$ cat config.mk
export PLATFORM = sky130hd
export DESIGN_NAME = pwm_wh_top
export DESIGN_NICKNAME = d
export VERILOG_FILES = /design/src/rtl/pwm_wh_pkg.sv /design/src/rtl/pwm_wh_regs.sv /design/src/rtl/pwm_wh_chan.sv /design/src/rtl/pwm_wh_top.sv
export SDC_FILE = /design/constraint.sdc
export NUM_CORES = 1
export LEC_CHECK = 0
export ABC_AREA = 0
export BUFFER_PORTS_ARGS = -buffer_cell sky130_fd_sc_hd__buf_2
export CAP_MARGIN = 15
export CORE_ASPECT_RATIO = 1.5
export CORE_MARGIN = 2
export CORE_UTILIZATION = 25
export DETAILED_ROUTE_END_ITERATION = 16
export GPL_ROUTABILITY_DRIVEN = 0
export MAX_ROUTING_LAYER = met4
export PLACE_DENSITY_LB_ADDON = 0.15
export SLEW_MARGIN = 20
export SYNTH_ARGS = -nofsm -noshare
export SYNTH_HDL_FRONTEND = slang
export SYNTH_HIERARCHICAL = 1
export SYNTH_SLANG_ARGS = --single-unit
$ cat constraint.sdc
create_clock -name clk -period 2.1 [get_ports clk]
set_input_delay 0 -clock clk [delete_from_list [all_inputs] [get_ports clk]]
set_output_delay 0 -clock clk [all_outputs]
set_load 0.01 [all_outputs]
$ cat src/rtl/pwm_wh_pkg.sv
package pwm_wh_pkg;
  localparam int NCH       = 7;
  localparam int SEL_W     = 3;
  localparam int ADDR_W    = 8;
  localparam int DATA_W    = 32;
  localparam int BYP_LSB   = 21;
  localparam int TMODE_LSB = 7;
  localparam int OFF_SEL   = 'h0;
  localparam int OFF_OE    = 'h4;
  localparam int OFF_PRE   = 'h8;
  localparam int OFF_POST  = 'hC;
  localparam int OFF_BANK  = 'h10;
  localparam int STRIDE    = 8;
  localparam int BANK_END  = OFF_BANK + STRIDE * NCH;

  typedef enum logic [SEL_W-1:0] {
    SRC_FAST = 3'd0,
    SRC_SLOW = 3'd3
  } src_code_e;
endpackage

$ cat src/rtl/pwm_wh_regs.sv
module pwm_wh_regs
  import pwm_wh_pkg::*;
#(
  parameter int CNT_W = 16
) (
  input  logic                          clk,
  input  logic                          rst_n,
  input  logic                          wr,
  input  logic [ADDR_W-1:0]             addr,
  input  logic [DATA_W-1:0]             wdata,
  output logic [DATA_W-1:0]             rdata,
  output logic [NCH-1:0][SEL_W-1:0]     sel_field,
  output logic [NCH-1:0]                bypass,
  output logic [NCH-1:0]                oe,
  output logic [NCH-1:0]                tmode,
  output logic [NCH-1:0]                pre_en,
  output logic [NCH-1:0]                post_en,
  output logic [NCH-1:0][CNT_W-1:0]     wait_val,
  output logic [NCH-1:0][CNT_W-1:0]     hold_val
);
  logic              bank_hit;
  logic [ADDR_W-1:0] bank_off;
  logic [ADDR_W-1:0] bank_idx;
  logic              unused_wbits;

  assign bank_off = addr - ADDR_W'(OFF_BANK);
  assign bank_idx = bank_off >> 3;
  assign bank_hit = (addr >= ADDR_W'(OFF_BANK)) && (addr < ADDR_W'(BANK_END))
                    && (addr[1:0] == 2'b00);
  assign unused_wbits = ^wdata[DATA_W-1:BYP_LSB+NCH];

  always_ff @(posedge clk) begin
    if (!rst_n) begin
      sel_field <= '0;
      bypass    <= '0;
      oe        <= '0;
      tmode     <= '0;
      pre_en    <= '0;
      post_en   <= '0;
      wait_val  <= '0;
      hold_val  <= '0;
    end else if (wr) begin
      if (addr == ADDR_W'(OFF_SEL)) begin
        for (int n = 0; n < NCH; n++) sel_field[n] <= wdata[SEL_W*n +: SEL_W];
        bypass <= wdata[BYP_LSB +: NCH];
      end
      if (addr == ADDR_W'(OFF_OE)) begin
        oe    <= wdata[NCH-1:0];
        tmode <= wdata[TMODE_LSB +: NCH];
      end
      if (addr == ADDR_W'(OFF_PRE))  pre_en  <= wdata[NCH-1:0];
      if (addr == ADDR_W'(OFF_POST)) post_en <= wdata[NCH-1:0];
      for (int n = 0; n < NCH; n++) begin
        if (bank_hit && bank_idx == ADDR_W'(n)) begin
          if (bank_off[2]) hold_val[n] <= wdata[CNT_W-1:0];
          else             wait_val[n] <= wdata[CNT_W-1:0];
        end
      end
    end
  end

  always_comb begin
    rdata = '0;
    if (addr == ADDR_W'(OFF_SEL)) begin
      for (int n = 0; n < NCH; n++) rdata[SEL_W*n +: SEL_W] = sel_field[n];
      rdata[BYP_LSB +: NCH] = bypass;
    end else if (addr == ADDR_W'(OFF_OE)) begin
      rdata[NCH-1:0]          = oe;
      rdata[TMODE_LSB +: NCH] = tmode;
    end else if (addr == ADDR_W'(OFF_PRE)) begin
      rdata[NCH-1:0] = pre_en;
    end else if (addr == ADDR_W'(OFF_POST)) begin
      rdata[NCH-1:0] = post_en;
    end else if (bank_hit) begin
      for (int n = 0; n < NCH; n++) begin
        if (bank_idx == ADDR_W'(n))
          rdata[CNT_W-1:0] = bank_off[2] ? hold_val[n] : wait_val[n];
      end
    end
  end
endmodule

$ cat src/rtl/pwm_wh_chan.sv
module pwm_wh_chan
  import pwm_wh_pkg::*;
#(
  parameter int CNT_W = 16
) (
  input  logic             clk,
  input  logic             rst_n,
  input  logic             tick_fast,
  input  logic             tick_slow,
  input  logic [SEL_W-1:0] sel_req,
  input  logic             bypass,
  input  logic             pre_en,
  input  logic             post_en,
  input  logic             oe,
  input  logic [CNT_W-1:0] wait_val,
  input  logic [CNT_W-1:0] hold_val,
  output logic             pwm_o,
  output logic             level_o,
  output logic [SEL_W-1:0] sel_act_o
);
  logic             pre_q;
  logic             level;
  logic [CNT_W-1:0] cnt;
  logic [SEL_W-1:0] sel_act;
  logic             src_tick;
  logic             run;

  assign run = pre_en & post_en;

  always_comb begin
    case (sel_act)
      SRC_FAST: src_tick = tick_fast;
      SRC_SLOW: src_tick = tick_slow;
      default:  src_tick = 1'b0;
    endcase
  end

  always_ff @(posedge clk) begin
    if (!rst_n) begin
      pre_q   <= 1'b0;
      level   <= 1'b0;
      cnt     <= '0;
      sel_act <= '0;
    end else begin
      pre_q <= pre_en;
      if (!pre_en) sel_act <= sel_req;
      if (pre_en && !pre_q) begin
        level <= 1'b1;
        cnt   <= wait_val;
      end else if (run && src_tick) begin
        if (cnt == '0) begin
          level <= !level;
          cnt   <= level ? hold_val : wait_val;
        end else begin
          cnt <= cnt - 1'b1;
        end
      end
    end
  end

  assign pwm_o     = oe & run & (bypass ? src_tick : level);
  assign level_o   = level;
  assign sel_act_o = sel_act;
endmodule

$ cat src/rtl/pwm_wh_top.sv
module pwm_wh_top
  import pwm_wh_pkg::*;
#(
  parameter int CNT_W = 16
) (
  input  logic              clk,
  input  logic              rst_n,
  input  logic              tick_fast,
  input  logic              tick_slow,
  input  logic              bus_wr,
  input  logic [ADDR_W-1:0] bus_addr,
  input  logic [DATA_W-1:0] bus_wdata,
  output logic [DATA_W-1:0] bus_rdata,
  output logic [NCH-1:0]    pwm_out
);
  logic [NCH-1:0][SEL_W-1:0] sel_field;
  logic [NCH-1:0][SEL_W-1:0] sel_act;
  logic [NCH-1:0]            bypass;
  logic [NCH-1:0]            oe;
  logic [NCH-1:0]            tmode;
  logic [NCH-1:0]            pre_en;
  logic [NCH-1:0]            post_en;
  logic [NCH-1:0]            chan_level;
  logic [NCH-1:0][CNT_W-1:0] wait_val;
  logic [NCH-1:0][CNT_W-1:0] hold_val;

  pwm_wh_regs #(.CNT_W(CNT_W)) u_regs (
    .clk      (clk),
    .rst_n    (rst_n),
    .wr       (bus_wr),
    .addr     (bus_addr),
    .wdata    (bus_wdata),
    .rdata    (bus_rdata),
    .sel_field(sel_field),
    .bypass   (bypass),
    .oe       (oe),
    .tmode    (tmode),
    .pre_en   (pre_en),
    .post_en  (post_en),
    .wait_val (wait_val),
    .hold_val (hold_val)
  );

  for (genvar n = 0; n < NCH; n++) begin : g_chan
    pwm_wh_chan #(.CNT_W(CNT_W)) u_chan (
      .clk      (clk),
      .rst_n    (rst_n),
      .tick_fast(tick_fast),
      .tick_slow(tick_slow),
      .sel_req  (sel_field[n]),
      .bypass   (bypass[n]),
      .pre_en   (pre_en[n]),
      .post_en  (post_en[n]),
      .oe       (oe[n]),
      .wait_val (wait_val[n]),
      .hold_val (hold_val[n]),
      .pwm_o    (pwm_out[n]),
      .level_o  (chan_level[n]),
      .sel_act_o(sel_act[n])
    );
  end
endmodule

Yosys cells after proc, flatten, opt, wreduce, memory -nomap -nowiden
Cells that the tools add are included.
{ "totals": {"register_bits": 427, "latchBits": 0, "ramBits": 0, "mem_bits_ro": 0, "input_bits": 45, "out_inout_bits": 39, "word_cells": 281, "mem_count": 0} }
{ "classes": {"addsub": 8, "mul": 0, "div": 0, "n_lt_le_gt_ge": 2, "eq_ne": 16, "n_shift": 0, "n_mux": 86, "n_bitwise": 22, "reduce_logical": 93} }
{ "op_table": {"columns": ["operator", "count"], "rows": [
  ["$mux W16", 44],
  ["$logic_not A16 Y1", 7],
  ["$sub A16 B1 Y16 const B", 7],
  ["$reduce_and A3 Y1", 14],
  ["$mux W1", 28],
  ["$reduce_bool A2 Y1", 14],
  ["$logic_and A1 B1 Y1", 23],
  ["$reduce_and A2 Y1", 11],
  ["$and A1 B1 Y1", 21],
  ["$eq A3 B2 Y1 const B", 7],
  ["$logic_not A3 Y1", 7],
  ["$mux W9", 2],
  ["$eq A8 B4 Y1 const B", 2],
  ["$logic_not A8 Y1", 2],
  ["$eq A5 B3 Y1 const B", 3],
  ["$logic_not A1 Y1", 14],
  ["$mux W14", 1],
  ["$mux W7", 2],
  ["$pmux W1 S2", 7],
  ["$mux W12", 1],
  ["$eq A5 B2 Y1 const B", 2],
  ["$eq A8 B3 Y1 const B", 1],
  ["$ge A8 B5 Y1 const B", 1],
  ["$lt A8 B7 Y1 const B", 1],
  ["other kinds (5)", 5]
]} }

Depth between registers and ports, before layout
Gate-level depths: netlist (run 1).
{ "depth": {"word_depth": 14, "depth_mapped": 12, "mapped_depth_nobuf": 8} }

Hierarchy
The synthesis (run 1) kept the hierarchy.
{ "by_module_without_submodules": {"columns": ["module", "instances", "cells_per_inst", "area_per_inst_um2", "seq_area_each_um2"], "rows": [
  ["pwm_wh_regs", 1, 1624, 13735.7, 5605.4],
  ["pwm_wh_chan (g_chan[0].u_chan ...)", 4, 221, 1803.0, 420.4],
  ["pwm_wh_chan (g_chan[4].u_chan ...)", 3, 219, 1836.8, 420.4]
]} }

Least setup slack after synthesis (run 1)
Ideal clock, no wire load.
{ "synth_path": {"path_type": "input -> output", "startpoint": "input bus_addr[4]", "endpoint": "output bus_rdata[10]", "arrival_ns": 2.000, "required_ns": 2.100, "path_slack_ns": 0.100, "cell_stages": 10, "n_path_buf": 2, "cell_sequence": "inv_1 -> ha_1 -> buf_2 -> and3b_1 -> o311ai_0 -> clkbuf_1 -> o22ai_1 -> o22ai_1 -> nand2_1 -> a21oi_1"} }
{ "synth_between": {"elab_chain_len": 14, "elab_cells_between_ends": 28, "cone_classes": "add/sub: 1; order compare: 2; eq/ne: 9; mux: 12; reduce/logical: 4"} }
{ "synth_rtl": {"columns": ["element", "line", "rtl"], "rows": [
  ["start: declaration", "pwm_wh_top.sv:11", "input logic [ADDR_W-1:0] bus_addr,"],
  ["$sub A8 B5 Y8", "pwm_wh_regs.sv:26", "assign bank_off = addr - ADDR_W'(OFF_BANK);"],
  ["$logic_not A8 Y1", "pwm_wh_regs.sv:76", "if (bank_idx == ADDR_W'(n))"],
  ["$mux W16 (7 in series)", "pwm_wh_regs.sv:76", null],
  ["$mux W16", "pwm_wh_regs.sv:74", "end else if (bank_hit) begin"],
  ["$mux W9", "pwm_wh_regs.sv:72", "end else if (addr == ADDR_W'(OFF_POST)) begin"],
  ["$mux W9", "pwm_wh_regs.sv:70", "end else if (addr == ADDR_W'(OFF_PRE)) begin"],
  ["$mux W14", "pwm_wh_regs.sv:67", "end else if (addr == ADDR_W'(OFF_OE)) begin"],
  ["$mux W16 *", "pwm_wh_regs.sv:64", "if (addr == ADDR_W'(OFF_SEL)) begin"],
  ["end: declaration", "pwm_wh_top.sv:13", "output logic [DATA_W-1:0] bus_rdata,"]
]} }
Every way passes the cells marked *; elsewhere a longest branch is shown, timed or not.

Final worst setup path (run 1)
{ "layout_path": {"startpoint": "register u_regs/hold_val[3] in the netlist's numbering", "endpoint": "output bus_rdata[3]"} }
{ "layout_between": {"elab_chain_len": 13} }
{ "layout_rtl": {"columns": ["element", "line", "rtl"], "rows": [
  ["start: declaration", "pwm_wh_regs.sv:19", "output logic [NCH-1:0][CNT_W-1:0] hold_val"],
  ["start signal: indexed assignment", "pwm_wh_regs.sv:55", "if (bank_off[2]) hold_val[n] <= wdata[CNT_W-1:0];"],
  ["$mux W16", "pwm_wh_regs.sv:77", "rdata[CNT_W-1:0] = bank_off[2] ? hold_val[n] : wait_val[n];"],
  ["$mux W16 (7 in series)", "pwm_wh_regs.sv:76", null],
  ["$mux W16", "pwm_wh_regs.sv:74", null],
  ["$mux W7", "pwm_wh_regs.sv:72", null],
  ["$mux W7", "pwm_wh_regs.sv:70", null],
  ["$mux W14", "pwm_wh_regs.sv:67", null],
  ["$mux W16", "pwm_wh_regs.sv:64", null]
]} }
Every way passes these cells.

==> reports/qor.yml, run 1 <==
worst_setup_path:
  critical_register_to_register_path_endpoint: "g_chan[6].u_chan/cnt[14]$_SDFFE_PN0P_"
  r2r_start: "g_chan[6].u_chan/sel_act_o[2]$_SDFFE_PN0N_"
  crit_path_top_delay_cell: "dfxtp_1"
  cpPeakStageDelay_ns: 0.42
  cp-start-kind: "flop"
  worst_ep_arrival_time_ns: 2.29
  critPathCaptureType: "output pin"
  critical_path.max_fanout: 3
  path_cells: "mux4_2 -> nand2_1 -> a221oi_2 -> o221ai_2 -> a21oi_2 -> buf_2"
  worst-endpoint-required_ns: 2.10
  worst_path_dominant_cell_family: "compound AO/OA/AOI/OAI gates"
  rrSetupSlack_ns: 0.06
  setup.worst_path.class: "flop to output pin"
  worstPathBufferInverterCount: 1
  ff2ff_path_depth: 5
floorplan:
  die_y_um: 402
  rows: 146
  design.core.area_um2: 105000
  die_area_um2: 109000
  starting_density: 0.251
  pin_count: 84
  die_x_um: 270
finish:
  final_area_um2: 34100
  stdcell_count: 4926
  sequential_cell_area_um2: 8620
  layout-area-overhead-vs-synth_pct: 28.9
  multi_input_comb_area_um2: 17300
  fin_nets: 3539
  fin_util: 0.324
  fillerInstances: 11100
  drive_above_1_share: 0.271
cts:
  cts-root-to-sink-buffers: 3
  clk_pin_slew_ns: 0.06
  number_of_clock_sinks_seen_by_cts: 427
  cts-htree-levels: 2
  clk_root_buffer_cell: "clkbuf_16"
  cts_made_buffers: 49
  clock_latency_ns: 0.63
  cts_tree: "yes"
routing:
  drt_first_iter_violations: 1489
  ant_nets: 0
  wl_um: 113000
  post_drt_via_cell_ratio: 5.07
  drt_pass1_iterations: 5
  drcViolationCount: 0
  vias: 25000
  post_drt_wl_per_cell_um: 23.0
pwr:
  report.power.total_mw: 18.8
  ir_worst_vdd_mv: 0.359
  p_leak_nw: 12.5
  power.density_nw_per_um2: 551
sta:
  hold_viol_final: 0
  setup_viol: 19
  achievable-frequency_ghz: 0.436
  final_critical_path_setup_slack_ns: -0.194
  worst_clock_skew_ns: 0.0325
  hold_ws_ns: 0.0479
  grt_setup_unrepaired: "yes"
  worst_tran_pin_value_ns: 0.881
  fin_crit_ns: 2.29
  slew_headroom: 0.413
  timing.final.crit_share: 1.09
  final_count_of_pins_violating_max_slew: 0
grt:
  number_of_global_route_vias_before_repair: 25200
  globalRoute.totalOverflow: 0
  grt_antenna_before_repair: 2
  global_route_total_usage_across_every_layer: 0.211
  grt_first_pass_wirelength_um: 170000
  pin_count_of_the_biggest_net_entering_global_routing: 59
synthesis:
  yosysSeqAreaShare: 0.323
  yosysWarningCount: 6
  yosys.cell_types.count: 90
  avg_inst_size_synth_um2: 8.36
  synth_top_cells_by_area: "dfxtp_1 32%, mux2i_1 10%, nand2_1 6.8%, a21boi_0 5.2%, o21ai_0 4.3%"
  synthesis.area_um2: 26500
  synth.ff_latch_count: 427
  synth_async_sr_flop_share: 0
  synth_largest_area_cell: "dfxtp_1"
  synthFlopType: "dfxtp_1"
  synth_largest_type_area_fraction: 0.323
  synth_enable_flop_cells: 0
  syn_inst: 3165
run_status:
  violations: "setup timing"
  outcome: "finished with violations"
min_path:
  timing.hold.worst_path_depth: 3
  min_from: "bus_wdata[13]"
  worstHoldPathType: "input port to flop"
  worst_hold_path.endpoint: "u_regs/hold_val[93]$_SDFFE_PN0P_"
place:
  hpwlAfterDp_um: 84400
  dpl.cell_count: 4786
  post_dp_cell_area_um2: 30900
  port_buffers: 75
run:
  maxCapViolCount: 0
[placed cells by master (no fill, tap or decap), types with 34 or more instances in the layout]
master,count
nor2b_1,149
mux2_2,61
a21boi_0,184
buf_2,58
nor3_1,75
nand3_1,58
nor2_1,77
inv_1,41
buf_4,373
a211oi_1,48
buf_12,46
o21a_1,34
a21oi_1,98
dfxtp_1,382
o21ai_0,205
dfxtp_2,40
clkbuf_16,49
mux2i_1,256
dlygate4sd3_1,41
nand2_1,472
[area by class of cell]
type / instances / share of cell area
timing repair buffer: 538 / 0.136
tap: 1406 / 0.0516
inverter: 41 / 0.00451
clock inverter: 19 / 0.00704
multi-input combinational: 2422 / 0.506
clock buffer: 70 / 0.0418
antenna: 3 / 0.000220
sequential: 427 / 0.253
[cells in the mapped netlist, types with 15 or more instances]
| cell | count |
|---|---|
| a2111oi_2 | 16 |
| a211oi_1 | 61 |
| a21boi_0 | 184 |
| a21boi_1 | 21 |
| a21oi_1 | 116 |
| a22o_1 | 16 |
| a31oi_1 | 15 |
| and2_1 | 21 |
| buf_1 | 16 |
| buf_2 | 59 |
| buf_6 | 17 |
| clkbuf_1 | 157 |
| clkbuf_8 | 16 |
| dfxtp_1 | 427 |
| ha_1 | 15 |
| inv_1 | 41 |
| mux2_2 | 63 |
| mux2i_1 | 269 |
| nand2_1 | 481 |
| nand2b_1 | 16 |
| nand3_1 | 58 |
| nand4_1 | 29 |
| nor2_1 | 81 |
| nor2b_1 | 149 |
| nor3_1 | 81 |
| nor4_1 | 35 |
| o2111ai_1 | 15 |
| o211ai_1 | 28 |
| o21a_1 | 34 |
| o21ai_0 | 226 |
| o221ai_1 | 18 |
| o22ai_1 | 26 |
| o311a_1 | 15 |
| o31ai_1 | 30 |
| or3_1 | 19 |
| or3_2 | 16 |
| xnor2_1 | 25 |
| xor2_1 | 28 |
[logic make-up (layout without fill, tap and decap cells)]
family	Yosys count	count (layout)	synth area share
and+or+nand+nor	1117	1117	0.224
AOI/OAI and AO/OA	900	900	0.238
DFF	427	427	0.323
muxes	333	333	0.129
buffers and inverters	319	668	0.0610
xor gates and xnor gates	53	53	0.0175
adders and majority gates	15	15	0.00709
other	1	7	0.000142
[flip-flops by register name, indices dropped and copies added (netlist names), 21 cells and up]
register,flops
u_regs/hold_val,112
u_regs/sel_field,21
g_chan.u_chan/sel_act_o,21
g_chan.u_chan/cnt,112
u_regs/wait_val,112
[repair_timing]
action / in CTS / in global routing
hold endpoints to repair: 187 / 0
gates resized for setup: 210 / 63
setup endpoints to repair: 25 / 73
gates cloned: 1 / 0
hold buffers: 41 / 0
pin swaps: 61 / 22
setup buffers: 13 / 3
[power by group]
| group | leakage (nW) | total, mW | internal, mW | switching, mW |
|---|---|---|---|---|
| logic | 8.26 | 1.41 | 0.539 | 0.872 |
| registers | 3.46 | 8.10 | 8.09 | 0.00652 |
| clock network | 0.821 | 9.29 | 5.34 | 3.95 |
| total | 12.5 | 18.8 | 14.0 | 4.83 |
[layer usage]
metal,wire (µm),track usage,up-vias
li1,-,-,12100
met1,45700,0.236,12300
met2,59700,0.387,502
met3,3200,0.0165,165
met4,4850,0.0823,0
met5,0,-,-
[per-stage QoR]
step / setup TNS, ns / worst slack (ns)
4_1_cts: -2.78 / -0.203
3_5_place_dp: -15.40 / -0.470
6_report: -2.37 / -0.194
5_1_grt: -3.85 / -0.262
3_3_place_gp: -12.45 / -0.383
2_1_floorplan: 0 / 0.100
[worst max-delay path by stage]
stage	start	to	slack, ns	cells past startpoint
floorplan	bus_addr[4]	bus_rdata[10]	0.10	10
global placement	bus_addr[5]	bus_rdata[3]	-0.38	13
detailed placement	bus_addr[4]	bus_rdata[3]	-0.47	13
CTS	u_regs/hold_val[0]$_SDFFE_PN0P_	bus_rdata[6]	-0.20	7
global route	u_regs/hold_val[0]$_SDFFE_PN0P_	bus_rdata[6]	-0.26	7
finish	u_regs/hold_val[3]$_SDFFE_PN0P_	bus_rdata[3]	-0.19	6
[worst reg2reg max path: stages, from the launching register on]
cell and delay, ns:
dfxtp_2 0.32, or4b_4 0.55, buf_4 0.19, a211o_4 0.41
nor4_1 0.36, a211oi_1 0.08
(Power assumes the default switching activity.)
==> run 2: changes to the inputs <==
Settings changed: PLACE_DENSITY_LB_ADDON 0.15 to unset.
==> reports/qor.yml, run 2 (synthesis gave the netlist of run 1 again) <==
sta:
  grt_setup_unrepaired: "yes"
  finalSetupTns_ns: -2.01  # +0.357 ns
  slew_headroom: 0.458  # +0.0454
  final_critical_path_setup_slack_ns: -0.173  # +0.0213 ns
  setup_viol: 18  # -1
  achievable-frequency_ghz: 0.440  # +0.94%
  final_count_of_pins_violating_max_slew: 0  # unchanged
  timing.final.crit_share: 1.08  # -0.0101
  fin_crit_ns: 2.27  # -0.0213 ns
  hold_ws_ns: 0.0284  # -0.0195 ns
  hold_viol_final: 0  # unchanged
  worst_tran_pin_value_ns: 0.813  # -0.0681 ns
  worst_clock_skew_ns: 0.0278  # -0.00476 ns
grt:
  grt_antenna_before_repair: 0  # -2
  globalRoute.totalOverflow: 0  # unchanged
  grt_first_pass_wirelength_um: 151000  # -11%
  global_route_total_usage_across_every_layer: 0.182  # -0.0284
  pin_count_of_the_biggest_net_entering_global_routing: 69  # +17%
  number_of_global_route_vias_before_repair: 24200  # -3.7%
routing:
  wl_um: 100000  # -12%
  post_drt_wl_per_cell_um: 20.8  # -9.8%
  post_drt_via_cell_ratio: 5.22  # +3.0%
  vias: 25200  # +0.76%
  drt_first_iter_violations: 2309  # +55%
  drcViolationCount: 0  # unchanged
  ant_nets: 0  # unchanged
  drt_pass1_iterations: 5  # unchanged
floorplan:
  design.core.area_um2: 105000  # unchanged
  rows: 146  # unchanged
  pin_count: 84  # unchanged
  starting_density: 0.251  # unchanged
  die_y_um: 402  # unchanged
  die_area_um2: 109000  # unchanged
  die_x_um: 270  # unchanged
finish:
  fin_nets: 3437  # -2.9%
  drive_above_1_share: 0.244  # -0.0267
  layout-area-overhead-vs-synth_pct: 23.8
  fillerInstances: 11100  # -0.081%
  largestRegisters: "g_chan.u_chan/cnt: 112 flops, u_regs/hold_val: 112 flops, u_regs/wait_val: 112 flops"
  sequential_cell_area_um2: 8610  # about the same
  most_frequent_cells_in_the_layout: "475 x nand2_1, 382 x dfxtp_1, 301 x buf_4"
  multi_input_comb_area_um2: 17000  # -1.4%
  layout.cells.most_common: "nand2_1"
worst_setup_path:
  cpPeakStageDelay_ns: 0.35  # -0.07 ns
  worst_path_dominant_cell_family: "compound AO/OA/AOI/OAI gates"
  critical_path.max_fanout: 4  # +1
  cp_common_cell: "buf_4"
  cp-start-kind: "flop"
  crit_path_top_delay_cell: "dfxtp_2"
  worst-endpoint-required_ns: 2.10  # about the same
  path_cells: "mux2i_1 -> buf_4 -> a21oi_2 -> o211ai_1 -> a221oi_2 -> o221ai_1 -> a21oi_1 -> buf_4 -> buf_6"
  crit_start: "u_regs/wait_val[35]$_SDFFE_PN0P_"
  ff2ff_path_depth: 5  # unchanged
  r2r_start: "g_chan[6].u_chan/sel_act_o[1]$_SDFFE_PN0N_"
  critPathCaptureType: "output pin"
  rrSetupSlack_ns: 0.01  # -0.05 ns
  worstPathBufferInverterCount: 3  # +2
  critical_register_to_register_path_endpoint: "g_chan[6].u_chan/cnt[13]$_SDFFE_PN0P_"
  worst_ep_arrival_time_ns: 2.27  # -0.02 ns
  setup.worst_path.class: "flop to output pin"
cts:
  cts_tree: "yes"
  number_of_clock_sinks_seen_by_cts: 427  # unchanged
  clk_root_buffer_cell: "clkbuf_16"
  clock_latency_ns: 0.59  # -0.04 ns
  cts_made_buffers: 43  # -12%
  clk_pin_slew_ns: 0.07  # about the same
  cts-root-to-sink-buffers: 3  # unchanged
  cts-htree-levels: 2  # unchanged
run:
  maxCapViolCount: 0  # unchanged
min_path:
  timing.hold.worst_path_depth: 3  # unchanged
  min_from: "bus_wdata[5]"
  worstHoldPathType: "input port to flop"
  worst_hold_path.endpoint: "u_regs/wait_val[85]$_SDFFE_PN0P_"
place:
  port_buffers: 75  # unchanged
  hpwlAfterDp_um: 72900  # -14%
pwr:
  power.density_nw_per_um2: 543  # -1.5%
  ir_worst_vdd_mv: 0.632  # +76%
  p_leak_nw: 11.9  # -4.8%
run_status:
  outcome: "finished with violations"
  violations: "setup timing"
run 2: cell count changes in the layout (fill, tap and decap cells not counted), moves of 5 or more:
cell | before | now
dlygate4sd3_1 | 41 | 29
clkbuf_16 | 49 | 44
buf_12 | 46 | 31
clkbuf_8 | 13 | 8
a21oi_4 | 9 | 4
buf_4 | 373 | 301
a21oi_2 | 16 | 21
run 2: how the worst max path moves through the flow:
stage               cells after the start             to
finish                                  9   bus_rdata[3]
CTS                                     9   bus_rdata[3]
global placement                       12  bus_rdata[15]
global route                            9   bus_rdata[3]
detailed placement                     12  bus_rdata[15]
floorplan                              10  bus_rdata[10]
run 2: where the power goes:
part / total [mW] / switching [mW] / internal (mW) / leakage [nW]
Sequential: 8.10 / 0.00687 / 8.10 / 3.46
Clock: 8.40 / 3.62 / 4.78 / 0.720
Combinational: 1.30 / 0.805 / 0.493 / 7.75
run 2: layer usage:
| layer | wire, µm | global-route usage |
|---|---|---|
| met3 | 4830 | 0.0195 |
| met2 | 49300 | 0.313 |
| met4 | 7620 | 0.121 |
| met5 | 0 | - |
| met1 | 38300 | 0.199 |
run 2: worst min-delay path, delay by kind of cell:
kind | cells | cell delay [ns]
AND/OR/NAND/NOR | 1 | 0.15
AO/OA/AOI/OAI | 1 | 0.05
buffers and inverters | 1 | 0.35
run 2: area by class of cell:
type | count | share of cell area
Multi-Input combinational cell | 2422 | 0.519
Sequential cell | 427 | 0.263
Timing Repair Buffer | 442 | 0.114
Tap cell | 1406 | 0.0537
Clock buffer | 58 | 0.0377
Clock inverter | 20 | 0.00821
Inverter | 41 | 0.00470
Antenna cell | 1 | 0.0000764
run 2: what timing repair did:
action                     4_1_cts  5_1_grt
hold buffers                    29        0
hold endpoints to repair       180        0
pin swaps                       47       35
setup endpoints to repair       23       39
resized for setup              155       77
buffers inserted                 9        9
cloned                           1        0
run 2: metrics by stage:
stage | worst slack (ns) | std cells | instance area [µm²] | power, mW | util
2_1_floorplan | 0.100 | 3168 | 26500 | 8.92 | -
3_3_place_gp | -0.484 | 4692 | 30000 | 9.41 | 0.285
3_5_place_dp | -0.450 | 4692 | 30000 | 9.41 | 0.285
4_1_cts | -0.188 | 4808 | 32400 | 17.9 | 0.308
5_1_grt | -0.280 | 4816 | 32800 | 18.3 | 0.311
6_report | -0.173 | 4817 | 32800 | 17.8 | 0.311
